===== config.mk =====
export PLATFORM = sky130hd
export DESIGN_NAME = nor_prog_seq
export DESIGN_NICKNAME = d
export VERILOG_FILES = /design/src/rtl/flash_seq_pkg.sv /design/src/rtl/flash_bus_engine.sv /design/src/rtl/flash_cmd_step.sv /design/src/rtl/flash_data_buf.sv /design/src/rtl/nor_prog_seq.sv
export SDC_FILE = /design/constraint.sdc
export NUM_CORES = 2
export LEC_CHECK = 0
export BUFFER_PORTS_ARGS = -buffer_cell sky130_fd_sc_hd__clkbuf_2
export CAP_MARGIN = 10
export CORE_MARGIN = 4
export CORE_UTILIZATION = 56
export CTS_CLUSTER_DIAMETER = 150
export DETAILED_ROUTE_END_ITERATION = 12
export GPL_TIMING_DRIVEN = 0
export PLACE_DENSITY = 0.79
export SETUP_SLACK_MARGIN = 0.2
export SYNTH_ARGS = -nofsm -noshare
export SYNTH_HDL_FRONTEND = slang
export SYNTH_SLANG_ARGS = --single-unit

===== constraint.sdc =====
create_clock -name clk -period 8.9 [get_ports clk]
set_clock_uncertainty 0.15 [all_clocks]
set_input_delay 0.445 -clock clk [delete_from_list [all_inputs] [get_ports clk]]
set_output_delay 0.445 -clock clk [all_outputs]
set_load 0.005 [all_outputs]

===== src/rtl/flash_seq_pkg.sv =====
package flash_seq_pkg;
  typedef enum logic [1:0] {
    ERR_NONE      = 2'd0,
    ERR_TIMEOUT   = 2'd1,
    ERR_ERASE_VFY = 2'd2,
    ERR_PROG_VFY  = 2'd3
  } seq_err_e;

  typedef enum logic [2:0] {
    S_IDLE, S_FETCH, S_CMD, S_POLL_A, S_POLL_B, S_RST, S_VFY, S_FIN
  } seq_state_e;

  typedef enum logic [1:0] {
    BE_IDLE, BE_WSTB, BE_WSET, BE_RACC
  } bus_state_e;

  localparam logic [7:0] CMD_UNLK_A   = 8'hAA;
  localparam logic [7:0] CMD_UNLK_B   = 8'h55;
  localparam logic [7:0] CMD_ERASE    = 8'h80;
  localparam logic [7:0] CMD_SECTOR   = 8'h30;
  localparam logic [7:0] CMD_PROGRAM  = 8'hA0;
  localparam logic [7:0] CMD_RESET    = 8'hF0;
  localparam logic [10:0] OFS_UNLK_A  = 11'h555;
  localparam logic [10:0] OFS_UNLK_B  = 11'h2AA;
endpackage


===== src/rtl/flash_bus_engine.sv =====
module flash_bus_engine
  import flash_seq_pkg::*;
#(
  parameter int AW         = 20,
  parameter int WE_CYC     = 4,
  parameter int RD_CYC     = 4,
  parameter int SETTLE_CYC = 100
) (
  input  logic          clk,
  input  logic          rst,
  input  logic          req,
  input  logic          req_wr,
  input  logic [AW-1:0] req_addr,
  input  logic [7:0]    req_wdata,
  output logic          ack,
  output logic [7:0]    rdata,
  output logic [AW-1:0] fl_addr,
  output logic [7:0]    fl_dout,
  input  logic [7:0]    fl_din,
  output logic          fl_we_n,
  output logic          fl_oe_n
);
  localparam int MAX_AB = (WE_CYC > RD_CYC) ? WE_CYC : RD_CYC;
  localparam int MAXC   = (MAX_AB > SETTLE_CYC) ? MAX_AB : SETTLE_CYC;
  localparam int CW     = $clog2(MAXC + 1);

  bus_state_e    st;
  logic [CW-1:0] cnt;

  always_ff @(posedge clk) begin
    if (rst) begin
      st      <= BE_IDLE;
      cnt     <= '0;
      ack     <= 1'b0;
      rdata   <= 8'h00;
      fl_addr <= '0;
      fl_dout <= 8'h00;
      fl_we_n <= 1'b1;
      fl_oe_n <= 1'b1;
    end else begin
      ack <= 1'b0;
      case (st)
        BE_IDLE: if (req) begin
          fl_addr <= req_addr;
          fl_dout <= req_wdata;
          cnt     <= '0;
          if (req_wr) begin
            fl_we_n <= 1'b0;
            st      <= BE_WSTB;
          end else begin
            fl_oe_n <= 1'b0;
            st      <= BE_RACC;
          end
        end
        BE_WSTB: if (cnt == CW'(WE_CYC - 1)) begin
          fl_we_n <= 1'b1;
          cnt     <= '0;
          st      <= BE_WSET;
        end else cnt <= cnt + 1'b1;
        BE_WSET: if (cnt == CW'(SETTLE_CYC - 1)) begin
          ack <= 1'b1;
          st  <= BE_IDLE;
        end else cnt <= cnt + 1'b1;
        BE_RACC: if (cnt == CW'(RD_CYC - 1)) begin
          rdata   <= fl_din;
          fl_oe_n <= 1'b1;
          ack     <= 1'b1;
          st      <= BE_IDLE;
        end else cnt <= cnt + 1'b1;
        default: st <= BE_IDLE;
      endcase
    end
  end
endmodule


===== src/rtl/flash_cmd_step.sv =====
module flash_cmd_step
  import flash_seq_pkg::*;
#(
  parameter int AW = 20,
  parameter int IW = 8
) (
  input  logic          is_prog,
  input  logic [2:0]    step,
  input  logic [AW-1:0] base,
  input  logic [IW-1:0] byte_idx,
  input  logic [7:0]    cur_byte,
  output logic [AW-1:0] addr,
  output logic [7:0]    data,
  output logic          last
);
  logic [AW-1:0] a_unlk_a, a_unlk_b;
  assign a_unlk_a = base + AW'(OFS_UNLK_A);
  assign a_unlk_b = base + AW'(OFS_UNLK_B);

  always_comb begin
    addr = a_unlk_a;
    data = CMD_UNLK_A;
    last = 1'b0;
    case (step)
      3'd1: begin addr = a_unlk_b; data = CMD_UNLK_B; end
      3'd2: data = is_prog ? CMD_PROGRAM : CMD_ERASE;
      3'd3: if (is_prog) begin
        addr = base + AW'(byte_idx);
        data = cur_byte;
        last = 1'b1;
      end
      3'd4: begin addr = a_unlk_b; data = CMD_UNLK_B; end
      3'd5: begin addr = base; data = CMD_SECTOR; last = 1'b1; end
      default: ;
    endcase
  end
endmodule


===== src/rtl/flash_data_buf.sv =====
module flash_data_buf #(
  parameter int DEPTH = 256,
  parameter int IW    = $clog2(DEPTH)
) (
  input  logic          clk,
  input  logic          we,
  input  logic [IW-1:0] waddr,
  input  logic [7:0]    wdata,
  input  logic [IW-1:0] raddr,
  output logic [7:0]    q
);
  logic [7:0] mem [DEPTH];

  always_ff @(posedge clk) begin
    if (we) mem[waddr] <= wdata;
    q <= mem[raddr];
  end
endmodule


===== src/rtl/nor_prog_seq.sv =====
module nor_prog_seq
  import flash_seq_pkg::*;
#(
  parameter int AW         = 20,
  parameter int BANK_BYTES = 256,
  parameter int WE_CYC     = 4,
  parameter int RD_CYC     = 4,
  parameter int SETTLE_CYC = 100,
  parameter int POLL_LIMIT = 1000000
) (
  input  logic          clk,
  input  logic          rst,
  input  logic          start,
  input  logic          op_prog,
  input  logic [AW-1:0] bank_base,
  input  logic          src_valid,
  input  logic [7:0]    src_data,
  output logic          src_ready,
  output logic          busy,
  output logic          done,
  output logic [1:0]    err_code,
  output logic [AW-1:0] fl_addr,
  output logic [7:0]    fl_dout,
  input  logic [7:0]    fl_din,
  output logic          fl_we_n,
  output logic          fl_oe_n
);
  localparam int IW = $clog2(BANK_BYTES);
  localparam int PW = $clog2(POLL_LIMIT + 1);
  localparam logic [IW-1:0] LAST_IDX = IW'(BANK_BYTES - 1);

  seq_state_e    st;
  logic [2:0]    step;
  logic [IW-1:0] idx;
  logic [PW-1:0] pcnt;
  logic [7:0]    first_rd, cur_byte, buf_q, vfy_exp;
  logic [AW-1:0] base_q;
  logic          is_prog, wait_ack;
  seq_err_e      err_pend;

  logic          bus_req, bus_wr, bus_ack;
  logic [AW-1:0] bus_addr, step_addr;
  logic [7:0]    bus_wdata, bus_rdata, step_data;
  logic          step_last, buf_we;

  flash_cmd_step #(.AW(AW), .IW(IW)) step_i (
    .is_prog(is_prog), .step(step), .base(base_q), .byte_idx(idx),
    .cur_byte(cur_byte), .addr(step_addr), .data(step_data), .last(step_last)
  );

  assign buf_we = (st == S_FETCH) && src_valid;

  flash_data_buf #(.DEPTH(BANK_BYTES), .IW(IW)) buf_i (
    .clk(clk), .we(buf_we), .waddr(idx), .wdata(src_data),
    .raddr(idx), .q(buf_q)
  );

  flash_bus_engine #(.AW(AW), .WE_CYC(WE_CYC), .RD_CYC(RD_CYC),
                     .SETTLE_CYC(SETTLE_CYC)) bus_i (
    .clk(clk), .rst(rst), .req(bus_req), .req_wr(bus_wr), .req_addr(bus_addr),
    .req_wdata(bus_wdata), .ack(bus_ack), .rdata(bus_rdata),
    .fl_addr(fl_addr), .fl_dout(fl_dout), .fl_din(fl_din),
    .fl_we_n(fl_we_n), .fl_oe_n(fl_oe_n)
  );

  always_comb begin
    bus_req   = 1'b0;
    bus_wr    = 1'b0;
    bus_addr  = base_q;
    bus_wdata = 8'h00;
    case (st)
      S_CMD: begin
        bus_req = !wait_ack; bus_wr = 1'b1;
        bus_addr = step_addr; bus_wdata = step_data;
      end
      S_POLL_A, S_POLL_B: bus_req = !wait_ack;
      S_RST: begin bus_req = !wait_ack; bus_wr = 1'b1; bus_wdata = CMD_RESET; end
      S_VFY: begin bus_req = !wait_ack; bus_addr = base_q + AW'(idx); end
      default: ;
    endcase
  end

  assign vfy_exp = is_prog ? buf_q : 8'hFF;

  always_ff @(posedge clk) begin
    if (rst) begin
      st <= S_IDLE; step <= '0; idx <= '0; pcnt <= '0;
      first_rd <= 8'h00; cur_byte <= 8'h00; base_q <= '0;
      is_prog <= 1'b0; wait_ack <= 1'b0; err_pend <= ERR_NONE;
      busy <= 1'b0; done <= 1'b0; err_code <= 2'd0; src_ready <= 1'b0;
    end else begin
      done      <= 1'b0;
      src_ready <= 1'b0;
      if (bus_req) wait_ack <= 1'b1;
      if (bus_ack) wait_ack <= 1'b0;
      case (st)
        S_IDLE: if (start) begin
          busy <= 1'b1; err_code <= 2'd0; err_pend <= ERR_NONE;
          is_prog <= op_prog; base_q <= bank_base;
          idx <= '0; step <= '0; pcnt <= '0;
          st <= op_prog ? S_FETCH : S_CMD;
        end
        S_FETCH: if (src_valid) begin
          cur_byte <= src_data; src_ready <= 1'b1; step <= '0; st <= S_CMD;
        end
        S_CMD: if (bus_ack) begin
          if (step_last) begin st <= S_POLL_A; pcnt <= '0; end
          else step <= step + 1'b1;
        end
        S_POLL_A: if (bus_ack) begin first_rd <= bus_rdata; st <= S_POLL_B; end
        S_POLL_B: if (bus_ack) begin
          if ((bus_rdata ^ first_rd) == 8'h00) begin
            if (is_prog && idx != LAST_IDX) begin idx <= idx + 1'b1; st <= S_FETCH; end
            else begin idx <= '0; st <= S_RST; end
          end else if (pcnt == PW'(POLL_LIMIT - 1)) begin
            err_pend <= ERR_TIMEOUT; st <= S_FIN;
          end else begin
            pcnt <= pcnt + 1'b1; st <= S_POLL_A;
          end
        end
        S_RST: if (bus_ack) begin idx <= '0; st <= S_VFY; end
        S_VFY: if (bus_ack) begin
          if (bus_rdata != vfy_exp) begin
            err_pend <= is_prog ? ERR_PROG_VFY : ERR_ERASE_VFY; st <= S_FIN;
          end else if (idx == LAST_IDX) st <= S_FIN;
          else idx <= idx + 1'b1;
        end
        S_FIN: begin
          busy <= 1'b0; done <= 1'b1; err_code <= err_pend; st <= S_IDLE;
        end
        default: st <= S_IDLE;
      endcase
    end
  end
endmodule


==> run metrics <==
Row Count=about 140; post-CTS sizing=0; Post-CTS Setup Repair Bufs=0; worst-skew pair later-pin latency=roughly 0.87 ns; slowest cell on the critical path=clkbuf_1; mapped cell area=87100 um2; Crit Path Max Fanout=10; most frequent CP cell=buf_2; Synth cell types=between 70 and 80; post-synthesis sequential area ratio=0.737; final setup fails=0; max_slew headroom=0.0152; critical path required time=a little over 9 ns; Root Buffer=clkbuf_16; Post-synth top flop=edfxtp_1; global-route usage over all layers=0.375; P&R area growth vs syn=12.4%; commonest cells after routing, fill and taps aside=edfxtp_1 (2048), mux4_2 (598), nor2_1 (367), clkbuf_16 (208), nand2_1 (201); Final ANT Viol Nets=0; global route overflow=0; first-pass GRT wire length=around 410 mm; WL per Instance=42.9 um; share of layout cells above drive strength 1=0.233; Post-Syn Area per Cell=just under 20 um2; Final WS setup=between 1.5 and 2 ns; Initial Utilization=0.564; slew at the pin with the worst max-slew slack=1.48 ns; total CTS buffers=~210; most common library cell in the layout ignoring fill and taps=edfxtp_1; Startpoint Class=flop; Fillers=approximately 10000; Chip Height=approximately 400 um; Leakage=between 20 and 30 nW; number of synthesized flops with an enable pin=between 2000 and 2500; largest net degree at the start of global routing=around 160; FFs w/ async S/R, synth=0; Switching Power=~6.9 mW; Place WS=between 2 and 2.5 ns; Final nets=a little under 5000; Critical Path Sink Type=flop; design area=about 100000 um2; IO Pins=between 70 and 80; clk slew on worst S/H paths=0.07 ns; Crit Path Class=flop to flop; Worst Hold Class=input pin to flop; Max stage delay on crit path=0.98 ns; Die Area=162000 um2; # DRC=0; final wirelength=around 300 mm; Yosys warnings=0; placed inst area=90700 um2; Tcrit/Tclk final=0.801; H-tree depth=4; Mapped Nets=~4600; Max Cap Viol=0; vias in the first global route=around 50000; Final Hold Vio Count=0; Cell Int Power=roughly 18 mW; clk sinks=approximately 2200; critical-path cell list=buf_2, buf_2, buf_1, clkbuf_1, buf_2, inv_1, ha_1, nand2_1, clkbuf_2, nor2_1; Tmin final=around 7 ns; Max VDD drop=0.281 mV; power after layout=around 25 mW; pwr dens=252 nW/um2; worst endpoint data arrival time=between 7 and 8 ns; Sequential Power Share=0.462; Core Box Area=roughly 150000 um2; CTS tree=done; flops & latches, synth=between 2000 and 2500; Die Wd=402 um; f_max=~0.14 GHz; post-DP HPWL=approximately 190 mm; Pins Over Slew Limit=0; vias per cell=~7.3; RSZ-0062 raised after global routing=no; Sw Share=0.278; Comb pwr share=0.174; initial drt markers=11200; DR pass1 iterations=7; Max Buffers Root-to-Sink=3; Fin Setup TNS=0 ns; Via Count=approximately 52000; Syn Inst Count=~4500; status=finished, final reports clean; I/O Buffers=75; # hold bufs at CTS=30; clock network fraction of total power=0.364; routability congestion estimate=1.04; initial antenna violation count=17
==> critical path, delay by kind of cell (launching register included) <==
| family | cells | cell delay, ns |
|---|---|---|
| fa+ha+maj | 1 | 0.29 |
| simple gates | 2 | 1.19 |
| buf+inv | 7 | 4.39 |
| flops | 1 | 0.70 |
==> cell families after synthesis <==
kind of cell,Yosys count,share of synthesized area
flip-flops,2183,0.737
AND/OR/NAND/NOR,865,0.0453
multiplexers,659,0.162
AO/OA/AOI/OAI,410,0.0312
buffers and inverters,305,0.0158
XOR/XNOR,53,0.00533
adder cells (fa/ha/maj),23,0.00339
==> flip-flops by register name (all words and copies together), names as in the netlist, 2 cells and up <==
| register | cells |
|---|---|
| base_q | 20 |
| st | 3 |
| buf_i.q | 8 |
| step | 3 |
| bus_i.st | 2 |
| bus_i.cnt | 7 |
| pcnt | 20 |
| bus_i.fl_addr | 20 |
| err_pend | 2 |
| first_rd | 8 |
| cur_byte | 8 |
| buf_i.mem | 2048 |
| bus_i.fl_dout | 8 |
| bus_i.rdata | 8 |
| err_code | 2 |
| idx | 8 |
==> metrics by stage <==
| step | cells | utilization | hold slack [ns] |
|---|---|---|---|
| 2_1_floorplan | 4498 | - | 0.283 |
| 3_5_place_dp | 6645 | 0.588 | 0.300 |
| 6_report | 7072 | 0.634 | 0.0713 |
| 4_1_cts | 7055 | 0.634 | 0.0454 |
| 5_1_grt | 7059 | 0.634 | 0.118 |
| 3_3_place_gp | 6617 | 0.583 | 0.295 |
==> path summary, 6_finish.rpt <==
path / start / end / slack [ns] / cells past startpoint
max: idx[1] / buf_i.mem[193][6] / 1.77 / 10
min: src_data[4] / buf_i.mem[83][4] / 0.07 / 1
max reg2reg: idx[1] / buf_i.mem[193][6] / 1.77 / 10
min reg2reg: busy / busy / 0.30 / 2
==> final cells by class <==
class | instances | area (um2) | area share
diodes | 13 | 32.5 | 0.000332
plain buffers | 286 | 1370 | 0.0140
clock buffers | 249 | 5370 | 0.0548
clock inverters | 131 | 1450 | 0.0148
inverters | 19 | 71.3 | 0.000728
multi-input cells | 2010 | 21500 | 0.220
flip-flops and latches | 2183 | 64200 | 0.656
well taps | 2044 | 2560 | 0.0261
repair buffers | 137 | 1350 | 0.0138
==> synthesized netlist by cell type, types with 13 or more instances <==
cell type,count,area (um2)
buf_1,29,109
buf_2,57,285
xnor2_1,34,298
xor2_1,19,166
mux2i_1,56,561
nor3_1,40,200
nand4_1,26,163
or3_1,13,81.3
nor4_1,17,106
buf_6,13,146
and3_1,17,106
buf_4,17,128
dfxtp_1,135,2700
and2_1,15,93.8
nand2_1,201,754
ha_1,22,275
a221oi_1,13,114
a22oi_1,29,218
nor2_1,368,1380
inv_1,17,63.8
a21oi_1,119,596
a31oi_1,17,106
nor2b_1,39,244
o211ai_1,15,113
clkbuf_1,169,634
mux4_2,598,13500
edfxtp_1,2048,61500
o21ai_0,73,365
nand2b_1,19,119
nand3_1,63,315
==> layer usage <==
metal / GRT usage / part of all wire / up-vias
met1: 0.466 / 0.31 / 25800
li1: - / - / 19100
met4: 0.268 / 0.094 / 6
met3: 0.161 / 0.17 / 1283
met5: 0 / 0.00012 / -
met2: 0.531 / 0.43 / 5440
==> power groups by stage <==
stage / registers (mW) / logic, mW / clock network [mW]
after floorplan: 11.6 / 2.37 / 0
final: 11.4 / 4.30 / 8.99
after detailed placement: 11.6 / 4.08 / 0
after global placement: 11.7 / 4.00 / 0
after CTS: 11.4 / 4.14 / 8.92
after global routing: 11.4 / 4.37 / 9.38
(Power assumes the default switching activity.)
